===== src/rtl/usb_rx_pkg.sv =====
// Package: shared state type, constants and CRC step functions for the
// USB receive front end. Assumes bits arrive least significant first.
package usb_rx_pkg;

    typedef enum logic [1:0] {
        ST_HUNT  = 2'd0,
        ST_PID   = 2'd1,
        ST_BODY  = 2'd2,
        ST_DRAIN = 2'd3
    } rx_state_t;

    localparam logic [7:0]  SYNC_WORD     = 8'h80;
    localparam logic [4:0]  CRC5_PRESET   = 5'h1F;
    localparam logic [15:0] CRC16_PRESET  = 16'hFFFF;
    localparam logic [4:0]  CRC5_RESIDUE  = 5'b01100;
    localparam logic [15:0] CRC16_RESIDUE = 16'h800D;
    localparam logic [4:0]  CRC5_POLY     = 5'h05;
    localparam logic [15:0] CRC16_POLY    = 16'h8005;
    localparam logic [1:0]  KIND_TOKEN    = 2'b01;
    localparam logic [1:0]  KIND_DATA     = 2'b11;

    // One serial step of the 5-bit token check.
    function automatic logic [4:0] crc5_step(input logic [4:0] c, input logic b);
        logic fb;
        fb = b ^ c[4];
        return {c[3:0], 1'b0} ^ (fb ? CRC5_POLY : 5'h00);
    endfunction

    // One serial step of the 16-bit data check.
    function automatic logic [15:0] crc16_step(input logic [15:0] c, input logic b);
        logic fb;
        fb = b ^ c[15];
        return {c[14:0], 1'b0} ^ (fb ? CRC16_POLY : 16'h0000);
    endfunction

endpackage


===== src/rtl/usb_rx_nrzi.sv =====
// Line decoder: turns sampled line symbols into NRZI-decoded bits and
// recognises the end-of-packet marker (two or more SE0 bit times, then a
// non-SE0 bit time). Assumes bit_en is high for exactly one clock per bit.
module usb_rx_nrzi #(
    parameter int EOP_SE0_BITS = 2
) (
    input  logic clk,
    input  logic rst_n,
    input  logic bit_en,
    input  logic rx_j,
    input  logic rx_se0,
    output logic dec_valid,
    output logic dec_bit,
    output logic eop
);
    localparam int RUN_W = $clog2(EOP_SE0_BITS + 1);

    logic             prev_j;
    logic [RUN_W-1:0] se0_run;
    logic             run_full;
    logic             line_bit;

    // Track the previous level and the length of the current SE0 run.
    always_ff @(posedge clk) begin
        if (!rst_n) begin
            prev_j  <= 1'b1;
            se0_run <= '0;
        end else if (bit_en) begin
            if (rx_se0) begin
                prev_j  <= 1'b1;
                if (!run_full) se0_run <= se0_run + 1'b1;
            end else begin
                prev_j  <= rx_j;
                se0_run <= '0;
            end
        end
    end

    // Decode the current symbol against the previous level.
    always_comb begin
        run_full  = (se0_run == RUN_W'(EOP_SE0_BITS));
        line_bit  = bit_en && !rx_se0;
        eop       = line_bit && run_full;
        dec_valid = line_bit && !run_full;
        dec_bit   = (rx_j == prev_j);
    end

endmodule


===== src/rtl/usb_rx_unstuff.sv =====
// Run-length tracker for bit destuffing: flags the zero that follows a run
// of RUN_LIMIT ones (to be dropped) and a one that extends such a run
// (a violation). Assumes the run restarts at every end of packet.
module usb_rx_unstuff #(
    parameter int RUN_LIMIT = 6
) (
    input  logic clk,
    input  logic rst_n,
    input  logic dec_valid,
    input  logic dec_bit,
    input  logic eop,
    output logic is_stuff,
    output logic violation
);
    localparam int ONES_W = $clog2(RUN_LIMIT + 1);

    logic [ONES_W-1:0] ones_run;
    logic              at_limit;

    // Count consecutive decoded ones, saturating at the limit.
    always_ff @(posedge clk) begin
        if (!rst_n) begin
            ones_run <= '0;
        end else if (eop) begin
            ones_run <= '0;
        end else if (dec_valid) begin
            if (!dec_bit)      ones_run <= '0;
            else if (!at_limit) ones_run <= ones_run + 1'b1;
        end
    end

    // Classify the incoming bit against the current run.
    always_comb begin
        at_limit  = (ones_run == ONES_W'(RUN_LIMIT));
        is_stuff  = dec_valid && !dec_bit && at_limit;
        violation = dec_valid &&  dec_bit && at_limit;
    end

endmodule


===== src/rtl/usb_rx_crc.sv =====
// Serial CRC pair: runs both the 5-bit and the 16-bit check over the same
// bits and reports whether each register holds its good-packet residue.
// Assumes clear and en are never high together.
module usb_rx_crc (
    input  logic clk,
    input  logic rst_n,
    input  logic clear,
    input  logic en,
    input  logic din,
    output logic crc5_ok,
    output logic crc16_ok
);
    import usb_rx_pkg::*;

    logic [4:0]  crc5_q;
    logic [15:0] crc16_q;

    // Preset on clear, otherwise shift in one bit per enable.
    always_ff @(posedge clk) begin
        if (!rst_n || clear) begin
            crc5_q  <= CRC5_PRESET;
            crc16_q <= CRC16_PRESET;
        end else if (en) begin
            crc5_q  <= crc5_step(crc5_q, din);
            crc16_q <= crc16_step(crc16_q, din);
        end
    end

    // Compare against the residues of a correct packet.
    always_comb begin
        crc5_ok  = (crc5_q == CRC5_RESIDUE);
        crc16_ok = (crc16_q == CRC16_RESIDUE);
    end

    assert_preset_after_clear_R8: assert property (@(posedge clk) disable iff (!rst_n)
        clear |=> (crc5_q == CRC5_PRESET && crc16_q == CRC16_PRESET));

endmodule


===== src/rtl/usb_rx_frontend.sv =====
// USB full-speed receive front end: SYNC hunt, PID check, byte assembly,
// CRC verdict, end-of-packet and timeout handling, sticky error flags.
// Assumes one bit_en pulse per bit time from upstream clock recovery.
module usb_rx_frontend #(
    parameter int MAX_BYTES    = 1027,
    parameter int TIMEOUT_BITS = 4096
) (
    input  logic       clk,
    input  logic       rst_n,
    input  logic       bit_en,
    input  logic       rx_j,
    input  logic       rx_se0,
    output logic       pkt_start,
    output logic       byte_valid,
    output logic       byte_first,
    output logic [7:0] byte_data,
    output logic       pkt_end,
    output logic [3:0] pid_code,
    output logic       err_pid,
    output logic       err_crc,
    output logic       err_stuff,
    output logic       err_timeout
);
    import usb_rx_pkg::*;

    localparam int CNT_W = $clog2(MAX_BYTES + 1);
    localparam int TMO_W = $clog2(TIMEOUT_BITS + 1);

    rx_state_t   state;
    logic [7:0]  sync_sh;
    logic [7:0]  byte_sh;
    logic [2:0]  bit_idx;
    logic [CNT_W-1:0] byte_cnt;
    logic [TMO_W-1:0] tmo_cnt;
    logic        over;
    logic [1:0]  kind;

    logic dec_valid, dec_bit, eop;
    logic is_stuff, violation;
    logic crc5_ok, crc16_ok;
    logic [7:0] sync_next;
    logic [7:0] byte_next;
    logic sync_hit, in_packet, tmo_fire, take_bit, crc_bad;

    usb_rx_nrzi #(.EOP_SE0_BITS(2)) u_nrzi (
        .clk(clk), .rst_n(rst_n), .bit_en(bit_en), .rx_j(rx_j), .rx_se0(rx_se0),
        .dec_valid(dec_valid), .dec_bit(dec_bit), .eop(eop)
    );

    usb_rx_unstuff #(.RUN_LIMIT(6)) u_unstuff (
        .clk(clk), .rst_n(rst_n), .dec_valid(dec_valid), .dec_bit(dec_bit),
        .eop(eop), .is_stuff(is_stuff), .violation(violation)
    );

    usb_rx_crc u_crc (
        .clk(clk), .rst_n(rst_n), .clear(sync_hit),
        .en(take_bit && state == ST_BODY), .din(dec_bit),
        .crc5_ok(crc5_ok), .crc16_ok(crc16_ok)
    );

    // Combinational decisions for the current bit time.
    always_comb begin
        sync_next = {dec_bit, sync_sh[7:1]};
        byte_next = {dec_bit, byte_sh[7:1]};
        in_packet = (state != ST_HUNT);
        sync_hit  = dec_valid && state == ST_HUNT && sync_next == SYNC_WORD;
        tmo_fire  = bit_en && !eop && in_packet && over
                    && tmo_cnt == TMO_W'(TIMEOUT_BITS - 1);
        take_bit  = dec_valid && !tmo_fire && !is_stuff && !violation
                    && (state == ST_PID || state == ST_BODY);
        crc_bad   = (kind == KIND_TOKEN && !crc5_ok) || (kind == KIND_DATA && !crc16_ok);
    end

    // Packet sequencing, byte assembly and sticky error flags.
    always_ff @(posedge clk) begin
        if (!rst_n) begin
            state       <= ST_HUNT;
            sync_sh     <= 8'hFF;
            byte_sh     <= '0;
            bit_idx     <= '0;
            byte_cnt    <= '0;
            tmo_cnt     <= '0;
            over        <= 1'b0;
            kind        <= '0;
            pkt_start   <= 1'b0;
            byte_valid  <= 1'b0;
            byte_first  <= 1'b0;
            byte_data   <= '0;
            pkt_end     <= 1'b0;
            pid_code    <= '0;
            err_pid     <= 1'b0;
            err_crc     <= 1'b0;
            err_stuff   <= 1'b0;
            err_timeout <= 1'b0;
        end else begin
            pkt_start  <= 1'b0;
            byte_valid <= 1'b0;
            byte_first <= 1'b0;
            pkt_end    <= 1'b0;
            if (bit_en && in_packet && over) tmo_cnt <= tmo_cnt + 1'b1;
            if (eop) begin
                if (in_packet) pkt_end <= 1'b1;
                if (state == ST_BODY && crc_bad) err_crc <= 1'b1;
                state   <= ST_HUNT;
                sync_sh <= 8'hFF;
            end else if (tmo_fire) begin
                err_timeout <= 1'b1;
                pkt_end     <= 1'b1;
                state       <= ST_HUNT;
                sync_sh     <= 8'hFF;
            end else if (dec_valid) begin
                if (state == ST_HUNT) begin
                    sync_sh <= sync_next;
                    if (sync_hit) begin
                        state       <= ST_PID;
                        pkt_start   <= 1'b1;
                        err_pid     <= 1'b0;
                        err_crc     <= 1'b0;
                        err_stuff   <= 1'b0;
                        err_timeout <= 1'b0;
                        bit_idx     <= '0;
                        byte_cnt    <= '0;
                        tmo_cnt     <= '0;
                        over        <= 1'b0;
                    end
                end else if ((state == ST_PID || state == ST_BODY) && violation) begin
                    err_stuff <= 1'b1;
                    state     <= ST_DRAIN;
                end else if (take_bit) begin
                    byte_sh <= byte_next;
                    bit_idx <= bit_idx + 1'b1;
                    if (bit_idx == 3'd7) begin
                        if (byte_cnt == CNT_W'(MAX_BYTES)) begin
                            if (!over) tmo_cnt <= '0;
                            over <= 1'b1;
                        end else begin
                            byte_valid <= 1'b1;
                            byte_first <= (state == ST_PID);
                            byte_data  <= byte_next;
                            byte_cnt   <= byte_cnt + 1'b1;
                        end
                        if (state == ST_PID) begin
                            pid_code <= byte_next[3:0];
                            kind     <= byte_next[1:0];
                            err_pid  <= (byte_next[7:4] != ~byte_next[3:0]);
                            state    <= ST_BODY;
                        end
                    end
                end
            end
        end
    end

    assert_single_marker_R12: assert property (@(posedge clk) disable iff (!rst_n)
        $onehot0({pkt_start, byte_valid, pkt_end}));
    assert_pulse_follows_bit_R12: assert property (@(posedge clk) disable iff (!rst_n)
        (pkt_start || byte_valid || pkt_end) |-> $past(bit_en));
    assert_start_clears_flags_R11: assert property (@(posedge clk) disable iff (!rst_n)
        pkt_start |-> !(err_pid || err_crc || err_stuff || err_timeout));
    assert_sticky_stuff_R11: assert property (@(posedge clk) disable iff (!rst_n)
        err_stuff |=> (err_stuff || pkt_start));
    assert_sticky_crc_R11: assert property (@(posedge clk) disable iff (!rst_n)
        err_crc |=> (err_crc || pkt_start));
    assert_first_is_byte_R5: assert property (@(posedge clk) disable iff (!rst_n)
        byte_first |-> byte_valid);
    assert_timeout_ends_R10: assert property (@(posedge clk) disable iff (!rst_n)
        $rose(err_timeout) |-> pkt_end);
    assert_violation_flagged_R4: assert property (@(posedge clk) disable iff (!rst_n)
        (violation && !eop && !tmo_fire && (state == ST_PID || state == ST_BODY)) |=> err_stuff);

endmodule


===== config.mk =====
export PLATFORM = sky130hd
export DESIGN_NAME = usb_rx_frontend
export DESIGN_NICKNAME = d
export VERILOG_FILES = /design/src/rtl/usb_rx_pkg.sv /design/src/rtl/usb_rx_nrzi.sv /design/src/rtl/usb_rx_unstuff.sv /design/src/rtl/usb_rx_crc.sv /design/src/rtl/usb_rx_frontend.sv
export SDC_FILE = /design/constraint.sdc
export NUM_CORES = 1
export LEC_CHECK = 0
export CORE_MARGIN = 2
export CORE_UTILIZATION = 33
export DETAILED_ROUTE_END_ITERATION = 10
export GPL_TIMING_DRIVEN = 0
export PLACE_DENSITY_LB_ADDON = 0.05
export SYNTH_ARGS = -nofsm -noshare
export SYNTH_HDL_FRONTEND = slang
export SYNTH_SLANG_ARGS = --single-unit
export TNS_END_PERCENT = 10

===== constraint.sdc =====
create_clock -name clk -period 5.3 [get_ports clk]
set_clock_uncertainty 0.2 [all_clocks]
set_input_delay 0.53 -clock clk [delete_from_list [all_inputs] [get_ports clk]]
set_output_delay 0.53 -clock clk [all_outputs]
set_load 0.005 [all_outputs]

==> results of run 1 <==
[stage by stage]
| stage | utilization | hold WS (ns) | area, µm² | power, mW |
|---|---|---|---|---|
| 4_1_cts | 0.404 | 0.259 | 4890 | 1.44 |
| 6_report | 0.404 | 0.257 | 4890 | 1.42 |
| 5_1_grt | 0.404 | 0.274 | 4890 | 1.47 |
| 3_5_place_dp | 0.378 | 0.251 | 4580 | 0.764 |
| 2_1_floorplan | - | 0.234 | 4130 | 0.744 |
| 3_3_place_gp | 0.378 | 0.249 | 4580 | 0.763 |
[cells in the final DEF, fill, tap and decap left out, types with 4 or more instances in the layout]
cell type        Yosys  layout
nand2_1             92      92
dfxtp_1             91      91
nand3_1             47      47
nor2_1              33      33
clkdlybuf4s50_1      0      24
a21oi_1             23      23
o21ai_0             14      14
mux2i_1             12      12
nor3_1              11      11
xor2_1              11      11
xnor2_1             11      11
clkbuf_1             9      10
ha_1                10      10
clkbuf_16            0       9
nand4_1              7       7
inv_1                6       6
or4_1                6       6
o31ai_1              6       6
and3_1               5       5
or3_1                4       4
buf_4                4       4
or2_2                4       4
nor4_1               4       4
clkbuf_8             0       4
[report_power, final]
part           internal, mW  total (mW)  switching (mW)
logic                0.0195      0.0556          0.0361
clock network         0.415       0.676           0.261
registers             0.689       0.693         0.00375
total                  1.12        1.42           0.301
[sequential cells by signal, summed over array words and instances, names as in the netlist, 2 cells and up]
name / count
u_crc.crc16_q: 16
tmo_cnt: 13
byte_cnt: 11
byte_data: 8
byte_sh: 7
sync_sh: 7
u_crc.crc5_q: 5
pid_code: 4
bit_idx: 3
u_unstuff.ones_run: 3
state: 2
u_nrzi.se0_run: 2
[worst max-delay path, cell delays in order]
cell             delay [ns]
clkdlybuf4s50_1        0.57
buf_4                  0.21
nor3b_2                0.20
nand2_1                0.21
a211oi_2               0.79
a41o_1                 0.38
buf_4                  0.21
nor2_1                 0.06
[synthesized netlist by cell type (3+ instances only)]
cell type  instances  area, µm²
nor4bb_1           3       30.0
nand2_1           92        345
ha_1              10        125
or4_1              6       45.0
buf_2              3       15.0
nor3_1            11       55.1
a31oi_1            3       18.8
o211ai_1           3       22.5
xor2_1            11       96.3
or2_2              4       25.0
a41o_1             3       30.0
nor4_1             4       25.0
nand3_1           47        235
or3_1              4       25.0
o21ai_0           14       70.1
a21oi_1           23        115
nand4_1            7       43.8
mux2i_1           12        120
inv_1              6       22.5
dfxtp_1           91       1820
xnor2_1           11       96.3
and3_1             5       31.3
buf_4              4       30.0
o31ai_1            6       45.0
clkbuf_1           9       33.8
nor2_1            33        124
[worst max path at each step]
| stage | endpoint | slack, ns | cells past startpoint |
|---|---|---|---|
| after detailed placement | tmo_cnt[10] | 1.81 | 8 |
| after global routing | tmo_cnt[10] | 1.99 | 8 |
| after global placement | tmo_cnt[11] | 1.79 | 8 |
| after floorplan | state[0] | 2.82 | 7 |
| after CTS | tmo_cnt[10] | 2.16 | 8 |
| final | tmo_cnt[10] | 2.18 | 8 |
[cell families (layout without fill, tap and decap cells)]
| logic type | count (synthesis) | count (layout) | synth area share |
|---|---|---|---|
| compound gates | 73 | 73 | 0.121 |
| xor+xnor | 23 | 23 | 0.0506 |
| fa+ha+maj | 10 | 10 | 0.0303 |
| buf+inv | 26 | 65 | 0.0318 |
| flops | 91 | 91 | 0.441 |
| mux | 12 | 12 | 0.0291 |
| simple gates | 240 | 240 | 0.296 |
[layer usage]
layer	wire length [µm]	GRT usage	up-vias
li1	-	-	1759
met1	5250	0.223	1620
met2	4590	0.256	44
met3	311	0.0481	10
met4	114	0.0484	0
met5	0	0	-
[cell type report]
cell class	instances	area, µm²	share of cell area
clock inverter	1	30.0	0.00613
sequential	91	1820	0.372
timing repair buffer	24	240	0.0491
multi-input combinational	358	2180	0.445
clock buffer	14	284	0.0580
inverter	7	26.3	0.00537
tap	168	210	0.0429
buffer	19	105	0.0215
==> qor.txt, run 1 <==
Placement Setup Slack: 1.81 ns
Worst r2r dst: u_crc.crc16_q[2]
Critical R2R Launch: state[0]
Fin cells: 682
Clk Latency, worst-skew pair: 0.35 ns
Flops & latches, synth: 91
Initial DRC count: 177
Largest net degree at the start of global routing: 14
Setup TNS: 0 ns
Worst EP required: 5.34 ns
Synth Warn #: 0
Syn Nets: 490
Pins Over Slew Limit: 0
Clock buffer count from CTS: 9
Number of global-route vias before repair: 3229
Clk buf depth: 2
DR vias/cell: 5.03
Port bufs: 24
Die W: 116 µm
Routed vias: 3433
Power per cell area: 291 nW/µm²
Fillers: 1261
Critical path endpoint category: flip-flop
Wirelength per Cell: 15.0 µm
Status: complete, no violations
Io pins: 25
Clk slew on worst S/H paths: 0.06 ns
Post-synthesis sequential area ratio: 0.441
RSZ-0062 raised after global routing: no
Final worst slack: 2.18 ns
Final worst path period need: 3.12 ns
Post-detail-place hpwl: 7500 µm
Nets: 525
Post-synth EDFFs: 0
Setup crit start kind: input pin
Worst R2R Path Depth: 7
Hold WC Path Type: reg2reg
Crit path max fanout: 10
Synth Area per Inst: 8.70 µm²
Worst hold endpoint: err_crc
Final ANT Viol Nets: 0
CP startpoint: bit_en
CP arrival: 3.16 ns
Diode count: 0
Number of antenna violations at the first check in global routing: 0
CTS resizes: 0
Main synth FF type: dfxtp_1
CTS tree: built
Setup Buffers After CTS: 0
Max Clk Rate: 320 MHz
Drt pass-1 iters: 5
Synthesized cell area: 4130 µm²
Layout cells sized above 1: 0.0934
Post-CTS Hold Buffers: 0
First-pass GRT wire length: 16900 µm
Die H: 116 µm
Maximum VDD drop: 0.233 mV
Setup CP Type: in2reg
Max Cap Viol: 0
Clk root buf: clkbuf_16
Clock Sinks: 91
GR Overflow Total: 0
RePlAce Congestion: 0.751
Netlist cell types: 63
Final worst-path cycle share: 0.589
Initial Utilization: 0.341
Setup violators final: 0
H-tree levels: 3
Final Hold Fails: 0
DIE AREA: 13400 µm²
Leak Pwr: 1.82 nW
Worst-margin pin slew: 0.877 ns
Hold Crit Start: err_crc
Global Route Usage Sum: 0.165
Hold path cells: 2
Core area: 12100 µm²
Cell count after placement: 667
Post-Syn Instances: 475
Area Overhead vs Synth: 18.5%
R2r setup slk: 2.21 ns
Overall routed net length: 10300 µm
Ys async rst share: 0
# DRC: 0
Row cnt: 40
Slew HR: 0.414
Power figures use the tool's default switching activity.
==> run 2: changes to the inputs <==
==> constraint.sdc (replaced) <==
create_clock -name clk -period 2.6 [get_ports clk]
set_clock_uncertainty 0.2 [all_clocks]
set_input_delay 0.26 -clock clk [delete_from_list [all_inputs] [get_ports clk]]
set_output_delay 0.26 -clock clk [all_outputs]
set_load 0.005 [all_outputs]
==> run 2 against run 1 <==
Global-route usage grew 0.057 points; critical path type is now reg2reg; final area grew 3.6%; clock power grew 100%; total power grew 100%; sequential share of layout area shrank 1.3 points; register-to-register slack lost 2.1 ns; clock-buffer cell count is the same; worst setup slack lost 2.0 ns; core utilization grew 1.5 points.
==> qor.txt, run 2 (same netlist as run 1, synthesis figures left out) <==
Post-CTS Hold Buffers: 0
Leak Pwr: 1.90 nW
Met3 Use GR: 0.0481
Io pins: 25
Slowest cell on crit path: or4_1
Top Family by Delay on Critical Path: simple AND/OR/NAND/NOR gates
Clk Latency, worst-skew pair: 0.34 ns
Overall routed net length: 10300 µm
Worst-margin pin slew: 0.774 ns
Nets: 533
RSZ-0062 raised after global routing: no
Initial Utilization: 0.341
Max Cap Viol: 0
H-tree levels: 3
Clk root buf: clkbuf_16
Critical path endpoint category: flip-flop
Drt pass-1 iters: 4
CP peak stage delay: 0.42 ns
Final worst path period need: 2.46 ns
Area Overhead vs Synth: 22.8%
Core area: 12100 µm²
Met2 Use GR: 0.254
Initial DRC count: 195
Clk buf depth: 2
DIE AREA: 13400 µm²
Biggest register: u_crc.crc16_q
Number of antenna violations at the first check in global routing: 0
Largest net degree at the start of global routing: 14
Diode count: 0
CP arrival: 2.48 ns
Fin cells: 690
CP startpoint: state[0]
CP Cell Sequence: inv_1 -> ha_4 -> nand4bb_1 -> buf_4 -> or4_1 -> buf_6 -> and2_4 -> buf_6 -> o311ai_1 -> o41ai_1
Critical R2R Launch: state[0]
Hold Crit Start: bit_en
Final worst-path cycle share: 0.945
Global Route Usage Sum: 0.165
Clock Sinks: 91
Setup CP Type: reg2reg
Slew HR: 0.480
Power per cell area: 572 nW/µm²
Setup crit start kind: flip-flop
Clock buffer count from CTS: 9
Die W: 116 µm
Busiest grt layer: met2
Port bufs: 24
Layout cells sized above 1: 0.130
CP most frequent cell: buf_6
DR vias/cell: 5.02
Wirelength per Cell: 15.0 µm
Worst EP required: 2.62 ns
Final Hold Fails: 0
CTS tree: built
Most frequent cells in the layout: nand2_1 (91), dfxtp_1 (91), nand3_1 (47), nor2_1 (32)
Max FFs per register: 16
RePlAce Congestion: 0.751
Crit path max fanout: 10
Die H: 116 µm
Pins Over Slew Limit: 0
Status: complete, no violations
# DRC: 0
Maximum VDD drop: 0.475 mV
Setup violators final: 0
Hold WC Path Type: in2reg
Number of global-route vias before repair: 3233
Row cnt: 40
Post-detail-place hpwl: 7500 µm
Max Clk Rate: 407 MHz
Final ANT Viol Nets: 0
Routed vias: 3467
Post-layout util: 0.419
Clk slew on worst S/H paths: 0.06 ns
Cell count after placement: 667
GR Overflow Total: 0
First-pass GRT wire length: 17000 µm
Top flop regs: u_crc.crc16_q (16), tmo_cnt (13), byte_cnt (11)
Setup TNS: 0 ns
Met1 usage: 0.226
CP bufs+invs: 4
-- run 2: where the power goes --
part / switching (mW) / total [mW] / internal, mW
clock: 0.524 / 1.37 / 0.845
sequential: 0.00757 / 1.41 / 1.40
combinational: 0.0745 / 0.117 / 0.0424
-- run 2: final timing paths --
check	end	slack, ns	depth (start not counted)
worst max register to register	byte_cnt[2]	0.14	10
worst min register to register	err_crc	0.26	2
worst max-delay path	byte_cnt[2]	0.14	10
worst min-delay path	tmo_cnt[0]	0.25	4
-- run 2: cell type report --
type,count,area (µm²)
buffer,19,123
clock inverter,1,30.0
multi-input combinational,358,2270
clock buffer,14,284
inverter,7,26.3
timing repair buffer,32,303
fill,1242,7040
sequential,91,1820
tap,168,210
-- run 2: routing by layer --
metal | wire, µm | up-vias
met2 | 4720 | 41
met3 | 326 | 2
met4 | 51 | 0
met5 | 0 | -
li1 | - | 1775
met1 | 5240 | 1649
-- run 2: per-stage QoR --
stage | total power [mW] | worst slack, ns | hold slack (ns) | cell area (µm²)
2_1_floorplan | 1.52 | 0.117 | 0.229 | 4130
3_3_place_gp | 1.56 | -0.643 | 0.249 | 4580
3_5_place_dp | 1.56 | -0.617 | 0.251 | 4580
4_1_cts | 2.94 | -0.0337 | 0.259 | 5000
5_1_grt | 3.01 | 0.0000326 | 0.271 | 5070
6_report | 2.90 | 0.144 | 0.247 | 5070
-- run 2: timing repair --
action | 4_1_cts | 5_1_grt
pin swaps | 2 | 1
gates resized for setup | 17 | 12
buffers inserted | 3 | 5
endpoints found under the setup margin | 75 | 46
-- run 2: worst reg2reg max path, stage by stage, from the launching register on --
cell	delay, ns
dfxtp_1	0.34
inv_1	0.15
ha_4	0.22
nand4bb_1	0.12
buf_4	0.19
or4_1	0.42
buf_6	0.17
and2_4	0.18
buf_6	0.15
o311ai_1	0.10
o41ai_1	0.11
==> run 3: changes to the inputs <==
--- a/config.mk
+++ b/config.mk
@@ -6,7 +6,8 @@
 export NUM_CORES = 1
 export LEC_CHECK = 0
 export CORE_MARGIN = 2
-export CORE_UTILIZATION = 33
+export CORE_UTILIZATION = 50
+export CTS_CLUSTER_SIZE = 28
 export DETAILED_ROUTE_END_ITERATION = 10
 export GPL_TIMING_DRIVEN = 0
 export PLACE_DENSITY_LB_ADDON = 0.05
==> run 3 against run 2 <==
Core utilization up 18 points; die area down 33%; first-iteration DRC count down 18%; non-clock buffer count down 3; flip-flop and latch count unchanged; register-to-register slack worse by 0.08 ns; via count up 1.2%; routed wire length down 7.6%; fmax down 4.2%; global-route usage up 6.1 points; largest cell class unchanged.
==> qor.txt, run 3 (same netlist as run 1, synthesis figures left out) <==
Final Hold Fails: 0
Nets: 530
Wirelength per Cell: 15.3 µm
Pins Over Slew Limit: 0
Maximum VDD drop: 0.320 mV
Post-detail-place hpwl: 6820 µm
Overall routed net length: 9550 µm
Fraction of power consumed by the clock network: 0.393
Most frequent cells in the layout: nand2_1 (92), dfxtp_1 (91), nand3_1 (47), nor2_1 (32), clkdlybuf4s50_1 (24)
Die H: 94.9 µm
RSZ-0062 raised after global routing: yes
Pint: 1.90 mW
Critical path endpoint category: flip-flop
Critical R2R Launch: u_nrzi.se0_run[0]
CP startpoint: bit_en
Hold WC Path Type: reg2reg
NetSw: 0.614 mW
Drt pass-1 iters: 4
Leak Pwr: 1.83 nW
Fin cells: 625
Final worst path period need: 2.56 ns
DIE AREA: 9000 µm²
Max Clk Rate: 390 MHz
Setup violators final: 0
Row cnt: 33
First-pass GRT wire length: 15800 µm
Biggest register: u_crc.crc16_q
Largest net degree at the start of global routing: 17
Max FFs per register: 16
Setup CP Type: in2reg
Most common cell after layout, fill and taps aside: nand2_1
Core area: 8090 µm²
Crit path max fanout: 10
Number of global-route vias before repair: 3202
Switch share: 0.245
Clk root buf: clkbuf_8
Worst EP required: 2.63 ns
Clk buf depth: 2
Clk Latency, worst-skew pair: 0.37 ns
Max Cap Viol: 0
Final worst-path cycle share: 0.986
Comb power frac: 0.045
Final worst slack: 0.0353 ns
Initial Utilization: 0.510
Worst-margin pin slew: 0.724 ns
# DRC: 0
CP arrival: 2.60 ns
Placement Setup Slack: -0.575 ns
Die W: 94.9 µm
Number of antenna violations at the first check in global routing: 0
Setup crit start kind: input pin
CTS tree: built
Slew HR: 0.514
DR vias/cell: 5.61
GR Overflow Total: 0
Sequential Power Share: 0.562
Top flop regs: u_crc.crc16_q (16), tmo_cnt (13), byte_cnt (11)
Clk slew on worst S/H paths: 0.09 ns
Clock buffer count from CTS: 9
Status: complete, no violations
Hold Crit Start: pid_code[2]
Post-CTS Hold Buffers: 0
RePlAce Congestion: 0.825
Initial DRC count: 160
Port bufs: 24
Clock Sinks: 91
Global Route Usage Sum: 0.226
Routed vias: 3508
Power per cell area: 519 nW/µm²
Cell count after placement: 604
H-tree levels: 3
Io pins: 25
Diode count: 0
Area Overhead vs Synth: 17.1%
Layout cells sized above 1: 0.129
Final ANT Viol Nets: 0
-- run 3: cell types whose count changed in the layout (fill, tap and decap cells not counted), sizes merged --
cell and change:
buf -3, dlymetal6s2s -1, inv +3, clkbuf -5, clkdlybuf4s50 +1, clkinv +2, clkinvlp +1
-- run 3: routing by layer --
layer,vias up,share of wire,track usage
li1,1768,-,-
met1,1674,0.48,0.309
met2,54,0.47,0.358
met3,12,0.033,0.0415
met4,0,0.014,0.0833
met5,-,0,0
-- run 3: layout make-up --
type                    instances  area [µm²]
plain buffers                  19         120
clock buffers                   9         124
clock inverters                 7        73.8
fillers                       770        3250
inverters                       7        26.3
multi-input cells             358        2260
flip-flops and latches         91        1820
well taps                     105         131
repair buffers                 29         278
-- run 3: path summary, 6_finish.rpt --
check | end | slack [ns] | cells past startpoint
worst min-delay path | pid_code[2] | 0.26 | 2
worst max-delay path | byte_cnt[0] | 0.04 | 8
worst max register to register | byte_cnt[0] | 0.06 | 8
worst min register to register | pid_code[2] | 0.26 | 2
-- run 3: power by group through the flow --
stage	clock [mW]	sequential (mW)	combinational [mW]
final	0.986	1.41	0.113
after global routing	1.06	1.41	0.124
after CTS	1.00	1.41	0.113
after detailed placement	0	1.44	0.111
after global placement	0	1.44	0.108
after floorplan	0	1.44	0.0753
-- run 3: metrics by stage --
stage	instance area (µm²)	hold slack, ns	util	setup TNS (ns)	power, mW
CTS	4800	0.269	0.594	0	2.52
global route	4840	0.290	0.598	-0.308	2.60
finish	4840	0.262	0.598	0	2.51
detailed placement	4500	0.255	0.556	-22.87	1.55
floorplan	4130	0.229	-	0	1.52
global placement	4500	0.248	0.556	-21.90	1.55
-- run 3: critical path, cell delays in order --
cell and delay, ns:
clkdlybuf4s50_1 0.59, buf_4 0.22, nor3b_2 0.19, nand2_1 0.25, a211o_1 0.42, clkbuf_2 0.23
o311ai_0 0.32, a21oi_1 0.12
-- run 3: timing repair --
| action | in CTS | in global routing |
|---|---|---|
| resized for setup | 17 | 8 |
| buffers inserted | 4 | 1 |
| pin swaps | 2 | 2 |
| endpoints found under the setup margin | 70 | 37 |
